--- src/rtl/spi_at_pkg.sv ---
package spi_at_pkg;

    typedef enum logic [1:0] {
        ST_IDLE      = 2'd0,
        ST_WAIT_LEAD = 2'd1,
        ST_ACTIVE    = 2'd2
    } tgt_state_t;

endpackage

--- src/rtl/spi_at_sync.sv ---
module spi_at_sync #(
    parameter int          W       = 1,
    parameter logic [W-1:0] RST_VAL = '0
) (
    input  logic         clk,
    input  logic         rst_n,
    input  logic [W-1:0] d,
    output logic [W-1:0] q
);
    logic [W-1:0] meta_q;
    logic [W-1:0] sync_q;

    always_ff @(posedge clk or negedge rst_n) begin
        if (!rst_n) begin
            meta_q <= RST_VAL;
            sync_q <= RST_VAL;
        end else begin
            meta_q <= d;
            sync_q <= meta_q;
        end
    end

    assign q = sync_q;
endmodule

--- src/rtl/spi_at_edge.sv ---
module spi_at_edge (
    input  logic clk,
    input  logic rst_n,
    input  logic sck_s,
    input  logic csn_s,
    output logic sck_rise,
    output logic sck_fall,
    output logic sel_on,
    output logic sel_off
);
    logic sck_d;
    logic csn_d;

    always_ff @(posedge clk or negedge rst_n) begin
        if (!rst_n) begin
            sck_d <= 1'b0;
            csn_d <= 1'b1;
        end else begin
            sck_d <= sck_s;
            csn_d <= csn_s;
        end
    end

    assign sck_rise = sck_s & ~sck_d;
    assign sck_fall = ~sck_s & sck_d;
    assign sel_on   = ~csn_s & csn_d;
    assign sel_off  = csn_s & ~csn_d;
endmodule

--- src/rtl/spi_at_shift.sv ---
module spi_at_shift #(
    parameter int W  = 16,
    parameter int CW = $clog2(W + 1),
    parameter int IW = $clog2(W)
) (
    input  logic          clk,
    input  logic          rst_n,
    input  logic [CW-1:0] len,
    input  logic          lsb_first,
    input  logic [W-1:0]  tx_word,
    input  logic          mosi_s,
    input  logic          start,
    input  logic          start_drive,
    input  logic          prime,
    input  logic          adv,
    input  logic          rx_bit,
    input  logic          abort,
    output logic          miso_q,
    output logic [W-1:0]  rx_word,
    output logic          rx_valid
);
    logic [W-1:0]  tx_hold;
    logic [W-1:0]  rx_sr;
    logic [W-1:0]  rx_merged;
    logic [CW-1:0] rx_cnt;
    logic [CW-1:0] tx_cnt;
    logic [CW-1:0] tx_nxt;
    logic [CW-1:0] last_idx;
    logic          miso_r;
    logic [W-1:0]  rx_word_r;
    logic          rx_valid_r;

    // wire position of the idx-th bit on the line
    function automatic logic [IW-1:0] map_pos(input logic [CW-1:0] idx);
        logic [CW-1:0] p;
        p = lsb_first ? idx : (last_idx - idx);
        return p[IW-1:0];
    endfunction

    assign last_idx = len - CW'(1);
    assign tx_nxt   = (tx_cnt == last_idx) ? '0 : tx_cnt + CW'(1);

    always_comb begin
        rx_merged = rx_sr;
        rx_merged[map_pos(rx_cnt)] = mosi_s;
    end

    always_ff @(posedge clk or negedge rst_n) begin
        if (!rst_n) begin
            tx_hold    <= '0;
            rx_sr      <= '0;
            rx_cnt     <= '0;
            tx_cnt     <= '0;
            miso_r     <= 1'b0;
            rx_word_r  <= '0;
            rx_valid_r <= 1'b0;
        end else begin
            rx_valid_r <= 1'b0;
            if (abort) begin
                rx_sr  <= '0;
                rx_cnt <= '0;
                tx_cnt <= '0;
                miso_r <= 1'b0;
            end else begin
                if (start) begin
                    tx_hold <= tx_word;
                    rx_sr   <= '0;
                    rx_cnt  <= '0;
                    tx_cnt  <= '0;
                    miso_r  <= start_drive ? tx_word[map_pos('0)] : 1'b0;
                end
                if (prime) begin
                    miso_r <= tx_hold[map_pos(tx_cnt)];
                end
                if (rx_bit) begin
                    if (rx_cnt == last_idx) begin
                        rx_word_r  <= rx_merged;
                        rx_valid_r <= 1'b1;
                        tx_hold    <= tx_word;
                        rx_sr      <= '0;
                        rx_cnt     <= '0;
                    end else begin
                        rx_sr  <= rx_merged;
                        rx_cnt <= rx_cnt + CW'(1);
                    end
                end
                if (adv) begin
                    tx_cnt <= tx_nxt;
                    miso_r <= tx_hold[map_pos(tx_nxt)];
                end
            end
        end
    end

    assign miso_q   = miso_r;
    assign rx_word  = rx_word_r;
    assign rx_valid = rx_valid_r;
endmodule

--- src/rtl/spi_autopol_target.sv ---
module spi_autopol_target
    import spi_at_pkg::*;
#(
    parameter int MAX_BITS = 16,
    parameter int LEN_W    = $clog2(MAX_BITS + 1)
) (
    input  logic                clk,
    input  logic                rst_n,
    input  logic [LEN_W-1:0]    cfg_len,
    input  logic                cfg_lsb_first,
    input  logic [MAX_BITS-1:0] tx_word,
    output logic [MAX_BITS-1:0] rx_word,
    output logic                rx_valid,
    input  logic                sck_i,
    input  logic                cs_n_i,
    input  logic                mosi_i,
    output logic                miso_o,
    output logic                miso_oe
);
    localparam int IDX_W = $clog2(MAX_BITS);

    logic       sck_lvl;
    logic       csn_s;
    logic       mosi_s;
    logic       sck_rise;
    logic       sck_fall;
    logic       sel_on;
    logic       sel_off;
    logic       miso_q;

    tgt_state_t state_q;
    tgt_state_t state_d;
    logic       pend_q;
    logic       pend_d;

    logic       do_start;
    logic       do_drive;
    logic       do_prime;
    logic       do_adv;
    logic       do_rx;
    logic       do_abort;

    logic [LEN_W-1:0] eff_len;

    assign eff_len = (cfg_len == '0 || cfg_len > LEN_W'(MAX_BITS))
                     ? LEN_W'(MAX_BITS) : cfg_len;

    spi_at_sync #(.W(3), .RST_VAL(3'b010)) u_sync (
        .clk   (clk),
        .rst_n (rst_n),
        .d     ({sck_i, cs_n_i, mosi_i}),
        .q     ({sck_lvl, csn_s, mosi_s})
    );

    spi_at_edge u_edge (
        .clk      (clk),
        .rst_n    (rst_n),
        .sck_s    (sck_lvl),
        .csn_s    (csn_s),
        .sck_rise (sck_rise),
        .sck_fall (sck_fall),
        .sel_on   (sel_on),
        .sel_off  (sel_off)
    );

    spi_at_shift #(.W(MAX_BITS), .CW(LEN_W), .IW(IDX_W)) u_shift (
        .clk         (clk),
        .rst_n       (rst_n),
        .len         (eff_len),
        .lsb_first   (cfg_lsb_first),
        .tx_word     (tx_word),
        .mosi_s      (mosi_s),
        .start       (do_start),
        .start_drive (do_drive),
        .prime       (do_prime),
        .adv         (do_adv),
        .rx_bit      (do_rx),
        .abort       (do_abort),
        .miso_q      (miso_q),
        .rx_word     (rx_word),
        .rx_valid    (rx_valid)
    );

    // state register
    always_ff @(posedge clk or negedge rst_n) begin
        if (!rst_n) begin
            state_q <= ST_IDLE;
            pend_q  <= 1'b0;
        end else begin
            state_q <= state_d;
            pend_q  <= pend_d;
        end
    end

    // next state and datapath controls
    always_comb begin
        state_d  = state_q;
        pend_d   = pend_q;
        do_start = 1'b0;
        do_drive = 1'b0;
        do_prime = 1'b0;
        do_adv   = 1'b0;
        do_rx    = 1'b0;
        do_abort = 1'b0;
        if (sel_off) begin
            // T_DESEL
            state_d  = ST_IDLE;
            pend_d   = 1'b0;
            do_abort = 1'b1;
        end else begin
            unique case (state_q)
                ST_IDLE: begin
                    if (sel_on) begin
                        do_start = 1'b1;
                        pend_d   = 1'b0;
                        if (!sck_lvl) begin
                            // T_SEL_M0
                            do_drive = 1'b1;
                            state_d  = ST_ACTIVE;
                        end else begin
                            // T_SEL_M3
                            state_d  = ST_WAIT_LEAD;
                        end
                    end
                end
                ST_WAIT_LEAD: begin
                    if (sck_fall) begin
                        // T_LEAD
                        do_prime = 1'b1;
                        state_d  = ST_ACTIVE;
                    end
                end
                ST_ACTIVE: begin
                    if (sck_rise) begin
                        do_rx  = 1'b1;
                        pend_d = 1'b1;
                    end else if (sck_fall && pend_q) begin
                        do_adv = 1'b1;
                        pend_d = 1'b0;
                    end
                end
                default: begin
                    state_d = ST_IDLE;
                end
            endcase
        end
    end

    // outputs
    always_comb begin
        miso_oe = (state_q == ST_ACTIVE);
        miso_o  = miso_oe ? miso_q : 1'b0;
    end
endmodule

--- config.mk ---
export PLATFORM = sky130hd
export DESIGN_NAME = spi_autopol_target
export DESIGN_NICKNAME = d
export VERILOG_FILES = /design/src/rtl/spi_at_pkg.sv /design/src/rtl/spi_at_sync.sv /design/src/rtl/spi_at_edge.sv /design/src/rtl/spi_at_shift.sv /design/src/rtl/spi_autopol_target.sv
export SDC_FILE = /design/constraint.sdc
export NUM_CORES = 1
export LEC_CHECK = 0
export BUFFER_PORTS_ARGS = -buffer_cell sky130_fd_sc_hd__buf_2
export CAP_MARGIN = 25
export CORE_ASPECT_RATIO = 2
export CORE_MARGIN = 1.5
export CORE_UTILIZATION = 34
export DETAILED_ROUTE_END_ITERATION = 8
export GPL_TIMING_DRIVEN = 0
export PLACE_DENSITY = 0.54
export SYNTH_ARGS = -nofsm -noshare
export SYNTH_HDL_FRONTEND = slang
export SYNTH_SLANG_ARGS = --single-unit
--- constraint.sdc ---
create_clock -name clk -period 7.6 [get_ports clk]
set_input_delay 1.52 -clock clk [delete_from_list [all_inputs] [get_ports clk]]
set_output_delay 1.52 -clock clk [all_outputs]
set_load 0.02 [all_outputs]
==> metrics.cfg, run 1 <==
[status]
status = completed

[final_layout]
area_growth_pct = 16.96
fin_nets = 564
antennaDiodeCount = 0
instances_no_fill = 674
drive_gt1_share_pct = 21.37
final_util_pct = 41.13

[timing]
finalSetupViolCount = 0
min_period_over_period_pct = 94.08
finalMaxSlewViolations = 0
skew_ns = 0.009542
slew-limit-headroom_pct = 49.97
fin_crit_ns = 7.150
worstMarginPinSlew_ns = 0.7436
hold_viol_final = 0
fmax_mhz = 139.9
rsz0062_at_grt = false

[drt]
wl_met1_mm = 4.285
vias = 3622
dr.pass1.iters = 4
wl_met2_mm = 6.583
drc_errors = 0
drt_wl_total_mm = 11.53
drtAntennaViolNets = 0
met3WireLength_um = 282
routedWlPerCell_um = 17.11
vias_per_cell = 5.374
drt_iter0_drc = 138
top_layer_used = met4

[worst_setup_path]
crit_family = simple AND/OR/NAND/NOR gates
critPathMostFrequentCell = ha_1
critPathLaunchType = input port
critical_path.max_stage_delay_ns = 0.47
crit_slowest_cell = xnor2_2
path_buf_inv = 3
worstPathArrival_ns = 7.35
path_max_fanout = 8
crit_type = in -> reg
required_ns = 7.80
startpoint = cfg_len[1]
r2r_start = u_shift.tx_cnt[2]
path_cells = buf_2, nor4_2, inv_1, ha_1, nand2b_1, clkbuf_1, ha_2, xnor2_2, ha_1, nand3_1, nor2_1, mux2i_1, nand2b_1, nand2_1, ha_1, nor2b_1, o21ai_0, a21oi_1, a21oi_1, o22a_1, o221ai_1, mux2_2, nand3_1, o311ai_1
crit_path_end_kind = register

[synth]
synth-edff-count = 0
netlist_instances = 460
synth_cell_types = 63
yosysWarnings = 0
yosysMostFrequentCell = dfrtp_1
syn_area_mm2 = 0.004441
yosysSeqAreaShare_pct = 40.10
synth_area_per_cell_um2 = 9.653
synth_async_sr_flop_share_pct = 100.0
synth_top_area_cell = dfrtp_1
syn_nets = 505
ys.flop_type = dfrtp_1
synth_seq_cells = 71
synthTopCellsByArea = dfrtp_1 (38%), mux2i_1 (7.4%), o21ai_0 (5.6%)
synth_top_area_share_pct = 38.32
netlist_top_cells_count = dfrtp_1 (68), nand2_1 (53), o21ai_0 (50)

[clocking]
hold_buffers = 0
h-tree-depth = 3
cts_buffers = 9
cts_buffer_depth = 2
cts_tree = yes
clkTransAtPathRegs_ns = 0.06
cts.sinks = 71
insertion_delay_ns = 0.34
root_buffer = clkbuf_16
cts-resized-gates = 1
postCtsSetupBuffers = 0

[job]
maxCapViolCount = 0

[place]
post-dp-hpwl_mm = 8.911
placed_cells = 658
routabilityCongestion = 0.8430
numPortBuffers = 45

[floorplanning]
die_h_um = 164.6
initial_utilization_pct = 35.17
io_pins = 46
die-area_mm2 = 0.01380
design.core.area_mm2 = 0.01263
dieWidth_um = 83.81
rows = 58

[min_path]
hold_path_class = reg -> reg
min_from = u_sync.meta_q[0]

[global_routing]
grt_pass1_vias = 3754
grt_max_degree = 48
grt_overflow = 0
grtUsageTotal_pct = 17.47
antenna_found_initial = 0
grt_pass1_wl_mm = 18.80

[power]
p_leak_nw = 2.403
ir_worst_vdd_uv = 126.1
power_density_mw_per_mm2 = 231.3

[stage by stage]
| stage | total power, mW | hold slack, ns | cell area, um2 | setup slack (ns) | TNS (ns) |
|---|---|---|---|---|---|
| 2_1_floorplan | 0.6951 | 0.3312 | 4441 | 1.053 | 0 |
| 3_3_place_gp | 0.7816 | 0.3359 | 4853 | -0.2560 | -0.2560 |
| 3_5_place_dp | 0.7931 | 0.3381 | 4893 | -0.3405 | -0.3405 |
| 4_1_cts | 1.214 | 0.3556 | 5185 | 0.2549 | 0 |
| 5_1_grt | 1.261 | 0.3634 | 5194 | 0.02611 | 0 |
| 6_report | 1.201 | 0.3535 | 5194 | 0.4498 | 0 |
[cell type report]
cell class | count | area, um2
plain buffers | 24 | 150.1
clock inverters | 4 | 47.55
flip-flops and latches | 71 | 1780
multi-input cells | 339 | 2429
clock buffers | 12 | 236.5
fillers | 1286 | 7433
well taps | 150 | 187.7
inverters | 26 | 97.59
repair buffers | 48 | 265.3
[power breakdown]
group	total (mW)	internal, mW	switching [mW]	leakage, nW
Sequential	0.462	0.424	0.0388	0.928
Combinational	0.325	0.153	0.171	1.34
Clock	0.414	0.253	0.161	0.137
Total	1.20	0.830	0.371	2.40
[routing by layer]
metal | track usage [%] | vias up
met1 | 18.19 | 1761
met3 | 2.249 | 24
met5 | 0 | -
li1 | - | 1760
met2 | 33.83 | 77
met4 | 8.644 | 0
[logic make-up (layout without fill, tap and decap cells)]
kind of cell,after synthesis,count (layout),share of synthesized area [%]
XOR/XNOR,11,11,2.339
multiplexers,58,58,15.30
buffers and inverters,50,114,5.579
AO/OA/AOI/OAI,123,123,16.60
AND/OR/NAND/NOR,128,128,14.29
flip-flops,71,71,40.10
adder cells (fa/ha/maj),19,19,5.805
[flip-flops by register name, indices dropped and copies added, names as in the netlist]
register,cells
pend_q,1
state_q,2
u_edge.csn_d,1
u_edge.sck_d,1
u_shift.miso_q,1
u_shift.rx_cnt,5
u_shift.rx_sr,16
u_shift.rx_valid,1
u_shift.rx_word,16
u_shift.tx_cnt,5
u_shift.tx_hold,16
u_sync.meta_q,3
u_sync.q,3
[cells in the final DEF, fill, tap and decap left out, drive strengths merged, types with 2 or more instances in the layout]
| cell | count |
|---|---|
| a221oi | 2 |
| ha | 15 |
| a311oi | 2 |
| o21bai | 2 |
| inv | 25 |
| nand3 | 15 |
| a21oi | 29 |
| o31ai | 3 |
| dfrtp | 68 |
| clkbuf | 28 |
| nor4 | 3 |
| clkinv | 3 |
| nand2 | 53 |
| nor3 | 7 |
| xor2 | 5 |
| dfstp | 3 |
| a211o | 2 |
| o22a | 2 |
| xnor2 | 6 |
| o32ai | 2 |
| a31oi | 3 |
| and3 | 3 |
| o22ai | 2 |
| nand2b | 8 |
| mux2 | 19 |
| mux4 | 6 |
| o21ai | 62 |
| nor2b | 6 |
| nor2 | 21 |
| and2 | 5 |
| mux2i | 33 |
| buf | 55 |
| fa | 3 |
[final timing paths]
check	end	slack, ns	cells after the start
worst max-delay path	u_shift.miso_q	0.45	24
worst min-delay path	u_sync.q[0]	0.35	0
worst max register to register	u_shift.miso_q	3.31	17
worst min register to register	u_sync.q[0]	0.35	0
max in group asynchronous	u_sync.q[1]	5.88	2
min in group asynchronous	u_shift.rx_word[9]	1.09	1
No activity file was read; power rests on OpenSTA's default activity.
==> run 2, diff against run 1 <==
Settings changed: ABC_AREA set to 1.
==> run 2 against run 1 <==
Sequential cell count unchanged. Cell count increased by 11%. Via count increased by 5.6%. Non-clock buffer count decreased by 16. Critical path type unchanged. Highest routed layer unchanged.
==> metrics.cfg, run 2 <==
[synth]
synth_async_sr_flop_share_pct = 100.0
synth_compound_area_share_pct = 15.39
ys.flop_type = dfrtp_1
synthAdderAreaFrac_pct = 5.652
netlist_instances = 539
synth_area_per_cell_um2 = 8.132
synth_top_area_cell = dfrtp_1
syn_nets = 584
synth-edff-count = 0
yosys.area_share.simple_pct = 26.18
synth_cell_types = 50
yosysMostFrequentCell = nand2_1
synthTopCellsByArea = dfrtp_1 (39%), nand2_1 (8.5%), nand3_1 (7.8%)
syn_area_mm2 = 0.004383
synth.mux.area_fraction_pct = 1.542
synth_top_area_share_pct = 38.82
synth_top_family_by_area = simple AND/OR/NAND/NOR gates
synth_xor_xnor_area_share_pct = 2.369
yosysSeqAreaShare_pct = 40.62
netlist_top_cells_count = nand2_1 (99), inv_1 (69), dfrtp_1 (68), nand3_1 (68), o21ai_1 (30)
synth_seq_cells = 71
yosysWarnings = 0

[global_routing]
grt_max_degree = 58
grt_pass1_vias = 3841
antenna_found_initial = 0
grt_pass1_wl_mm = 18.93
grtUsageTotal_pct = 17.76
grt_overflow = 0

[final_layout]
seqCellArea_mm2 = 0.001780
fin_nets = 640
multi_input_area_mm2 = 0.002241
antennaDiodeCount = 0
drive_gt1_share_pct = 21.33
layout_commonest_cell = nand2_1
area_growth_pct = 17.58
fillCellCount = 1304
final_cell_mix = nand2_1 (99), inv_1 (69), nand3_1 (68), dfrtp_1 (68), buf_2 (47)

[floorplanning]
die_h_um = 163.6
dieWidth_um = 83.29
design.core.area_mm2 = 0.01255
rows = 58
die-area_mm2 = 0.01362
io_pins = 46
initial_utilization_pct = 34.91

[worst_setup_path]
crit_type = in -> reg
crit_slowest_cell = xor2_1
worstPathArrival_ns = 6.31
path_max_fanout = 7
required_ns = 7.82
critPathMostFrequentCell = nand3_1
crit_path_end_kind = register
path_buf_inv = 5
path_cells = buf_2, nor2_2, nand2_2, ha_1, inv_2, nand2_1, ha_1, xor2_1, inv_1, ha_1, nand3_1, inv_1, nand3_4, inv_1, nor2_1, ha_1, fa_1, or2_2, nand2_1, nand3_1, nand3_1, nand3_1, nand3_1, nand3_1
crit_family = adder cells
critPathLaunchType = input port
critical_path.max_stage_delay_ns = 0.56

[drt]
drt_iter0_drc = 171
vias = 3825
dr.pass1.iters = 5
vias_per_cell = 5.100
drc_errors = 0
drt_wl_total_mm = 11.32
drtAntennaViolNets = 0
routedWlPerCell_um = 15.09

[clocking]
clkTransAtPathRegs_ns = 0.06
cts_tree = yes
root_buffer = clkbuf_16
hold_buffers = 0
postCtsSetupBuffers = 0
cts-resized-gates = 0
cts_buffers = 9
h-tree-depth = 3
cts.sinks = 71
insertion_delay_ns = 0.34
cts_buffer_depth = 2

[status]
status = completed

[timing]
fin_crit_ns = 6.090
fmax_mhz = 164.2
slew-limit-headroom_pct = 44.86
hold_ws_ns = 0.3456
finalSetupTns_ns = 0
worstMarginPinSlew_ns = 0.8184
finalMaxSlewViolations = 0
rsz0062_at_grt = false
finalSetupViolCount = 0
hold_viol_final = 0
min_period_over_period_pct = 80.13
skew_ns = 0.008012

[min_path]
hold_path_class = reg -> reg

[power]
power_density_mw_per_mm2 = 263.5
ir_worst_vdd_uv = 151.7
p_leak_nw = 2.510

[place]
post-dp-hpwl_mm = 9.061
routabilityCongestion = 0.9440
numPortBuffers = 44

[job]
maxCapViolCount = 0

run 2: cell type report:
cell class | count | area share, %
plain buffers | 11 | 1.335
clock buffers | 10 | 4.637
clock inverters | 6 | 1.821
inverters | 77 | 5.681
multi-input cells | 380 | 43.48
flip-flops and latches | 71 | 34.55
well taps | 150 | 3.642
repair buffers | 45 | 4.856
run 2: report_power, final:
part / leakage (nW) / switching, mW / internal, mW
combinational: 1.42 / 0.257 / 0.145
sequential: 0.932 / 0.0468 / 0.445
clock: 0.159 / 0.167 / 0.298
total: 2.51 / 0.471 / 0.887
run 2: path summary, 6_finish.rpt:
kind / start / endpoint / slack (ns) / cells past startpoint
worst max-delay path: cfg_len[1] / u_shift.miso_q / 1.51 / 24
worst min-delay path: u_sync.meta_q[0] / u_sync.q[0] / 0.35 / 0
worst max register to register: u_shift.tx_cnt[2] / u_shift.miso_q / 4.34 / 16
worst min register to register: u_sync.meta_q[0] / u_sync.q[0] / 0.35 / 0
max in group asynchronous: rst_n / u_sync.q[1] / 5.95 / 2
min in group asynchronous: rst_n / u_shift.tx_cnt[3] / 1.04 / 1
run 2: stage by stage:
step,cells,worst slack [ns],area (um2),utilization (%),power [mW]
global placement,733,1.239,4791,38.16,0.8913
floorplan,539,2.410,4383,-,0.7825
finish,750,1.510,5154,41.05,1.358
detailed placement,734,1.208,4821,38.40,0.9023
CTS,750,1.560,5154,41.05,1.374
global route,750,1.292,5154,41.05,1.447
run 2: cells by family after synthesis:
logic type                 Yosys count
AOI/OAI and AO/OA                  112
xor gates and xnor gates            11
adders and majority gates           18
buffers and inverters               88
DFF                                 71
muxes                                6
and+or+nand+nor                    233
run 2: routing by layer:
metal | routed length [um] | up-vias | track usage, % | part of all wire (%)
li1 | - | 1905 | - | -
met1 | 4083 | 1793 | 17.72 | 36
met2 | 6402 | 94 | 34.33 | 57
met3 | 349 | 33 | 2.880 | 3.1
met4 | 482 | 0 | 9.773 | 4.3
met5 | 0 | - | 0 | 0
==> run 3, diff against run 2 <==
Settings changed: PLACE_DENSITY 0.54 to 0.56.
Clock period 7.6 ns to 5.3 ns, I/O delays scaled along.
==> run 3 against run 2 <==
Global-route usage is 0.10 points higher. Die area did not move. Worst hold slack better by 0.0059 ns. Utilization grew 0.11 points. Critical path type unchanged.
==> metrics.cfg, run 3 (same netlist as run 2, synthesis figures left out) <==
[status]
status = completed

[final_layout]
antennaDiodeCount = 0
layout_commonest_cell = nand2_1
instances_no_fill = 750
drive_gt1_share_pct = 21.83
final_cell_mix = nand2_1 (98), inv_1 (69), nand3_1 (68), dfrtp_1 (68), buf_2 (47)
fin_nets = 640
final_util_pct = 41.16
area_growth_pct = 17.90

[worst_setup_path]
crit_type = in -> reg
path_max_fanout = 7
critPathMostFrequentCell = nand3_1
critPathCapture = u_shift.miso_q
reg2reg_depth = 16
r2r_slack_ns = 2.15
r2r_start = u_shift.tx_cnt[2]
crit_slowest_cell = fa_1
worstReg2RegEnd = u_shift.miso_q
critPathLaunchType = input port
critical_path.max_stage_delay_ns = 0.47
required_ns = 5.52
worstPathArrival_ns = 5.28
path_cells = buf_2, nor2_2, nand2_2, ha_1, inv_2, nand2_2, ha_2, xor2_4, inv_1, ha_1, nand3_1, inv_1, nand3_4, inv_1, nor2_1, ha_1, fa_1, or2_2, nand2_1, nand3_1, nand3_1, nand3_1, nand3_1, nand3_1
crit_path_end_kind = register
startpoint = cfg_len[1]

[clocking]
cts_buffers = 9
cts_tree = yes
root_buffer = clkbuf_16
h-tree-depth = 3
cts.sinks = 71
clkTransAtPathRegs_ns = 0.06
insertion_delay_ns = 0.34
cts_buffer_depth = 2

[timing]
slew-limit-headroom_pct = 45.37
worstMarginPinSlew_ns = 0.8108
skew_ns = 0.007681
finalMaxSlewViolations = 0
hold_ws_ns = 0.3516
setup_slack_ns = 0.2409
fmax_mhz = 197.7
hold_viol_final = 0
finalSetupViolCount = 0
fin_crit_ns = 5.059
min_period_over_period_pct = 95.46
rsz0062_at_grt = false

[drt]
met3WireLength_um = 334
drc_errors = 0
vias_per_cell = 5.113
vias = 3835
wl_met2_mm = 6.519
wl_met1_mm = 4.101
drt_wl_total_mm = 11.42
drtAntennaViolNets = 0
drt_iter0_drc = 195
top_layer_used = met4
routedWlPerCell_um = 15.23
dr.pass1.iters = 4

[global_routing]
grt_overflow = 0
grtUsageTotal_pct = 17.87
antenna_found_initial = 0
grt_pass1_wl_mm = 19.18
grt_max_degree = 56
grt_pass1_vias = 4012

[place]
numPortBuffers = 44
dp_worst_setup_slack_ns = -0.6510
placed_cells = 734
post-dp-hpwl_mm = 9.131
routabilityCongestion = 0.9130

[floorplanning]
die_h_um = 163.6
dieWidth_um = 83.29
die-area_mm2 = 0.01362
design.core.area_mm2 = 0.01255
initial_utilization_pct = 34.91
io_pins = 46
rows = 58

[power]
p_leak_nw = 2.504
power_density_mw_per_mm2 = 375.1
p_total_mw = 1.938
ir_worst_vdd_uv = 228.0

[min_path]
hold_path_class = reg -> reg
hold_depth = 0

[job]
maxCapViolCount = 0

==> run 3: how the worst min path moves through the flow <==
stage	start	to	slack (ns)
after floorplan	u_sync.meta_q[0]	u_sync.q[0]	0.33
after global placement	u_sync.meta_q[2]	u_sync.q[2]	0.34
after detailed placement	u_sync.meta_q[2]	u_sync.q[2]	0.34
after CTS	u_sync.meta_q[2]	u_sync.q[2]	0.35
after global routing	u_sync.meta_q[2]	u_sync.q[2]	0.36
final	u_sync.meta_q[2]	u_sync.q[2]	0.35
==> run 3: metrics by stage <==
stage	instance area [um2]	TNS (ns)
2_1_floorplan	4383	0
3_3_place_gp	4791	-0.5774
3_5_place_dp	4821	-0.6510
4_1_cts	5162	0
5_1_grt	5167	0
6_report	5167	0
==> run 3: report_power, final <==
part           leakage, nW  total (mW)  switching (mW)  internal, mW
Sequential           0.932       0.702          0.0648         0.637
Clock                0.152       0.654           0.241         0.412
Combinational         1.42       0.582           0.373         0.209
==> run 3: final cells by class <==
class	instances	area, um2
fill	1299	7387
multi-input combinational	380	2265
sequential	71	1780
inverter	77	292.8
timing repair buffer	45	250.2
clock buffer	9	225.2
tap	150	187.7
clock inverter	7	97.59
buffer	11	68.82
==> run 3: timing repair <==
action                                  CTS  global route
buffers inserted                          0             0
endpoints found under the setup margin    1             1
gates resized for setup                   2             2
hold buffers                              0             0
pin swaps                                 0             1
==> run 3: worst max-delay path: cells and delay by family <==
kind / cells / cell delay [ns]
adder cells (fa/ha/maj): 5 / 1.67
XOR/XNOR: 1 / 0.28
AND/OR/NAND/NOR: 13 / 1.60
buffers and inverters: 5 / 0.64
==> run 3: layer usage <==
layer  up-vias  global-route usage (%)
met1      1811                   17.11
met5         -                       0
met4         0                   9.848
li1       1909                       -
met3        27                   3.436
met2        88                   34.96
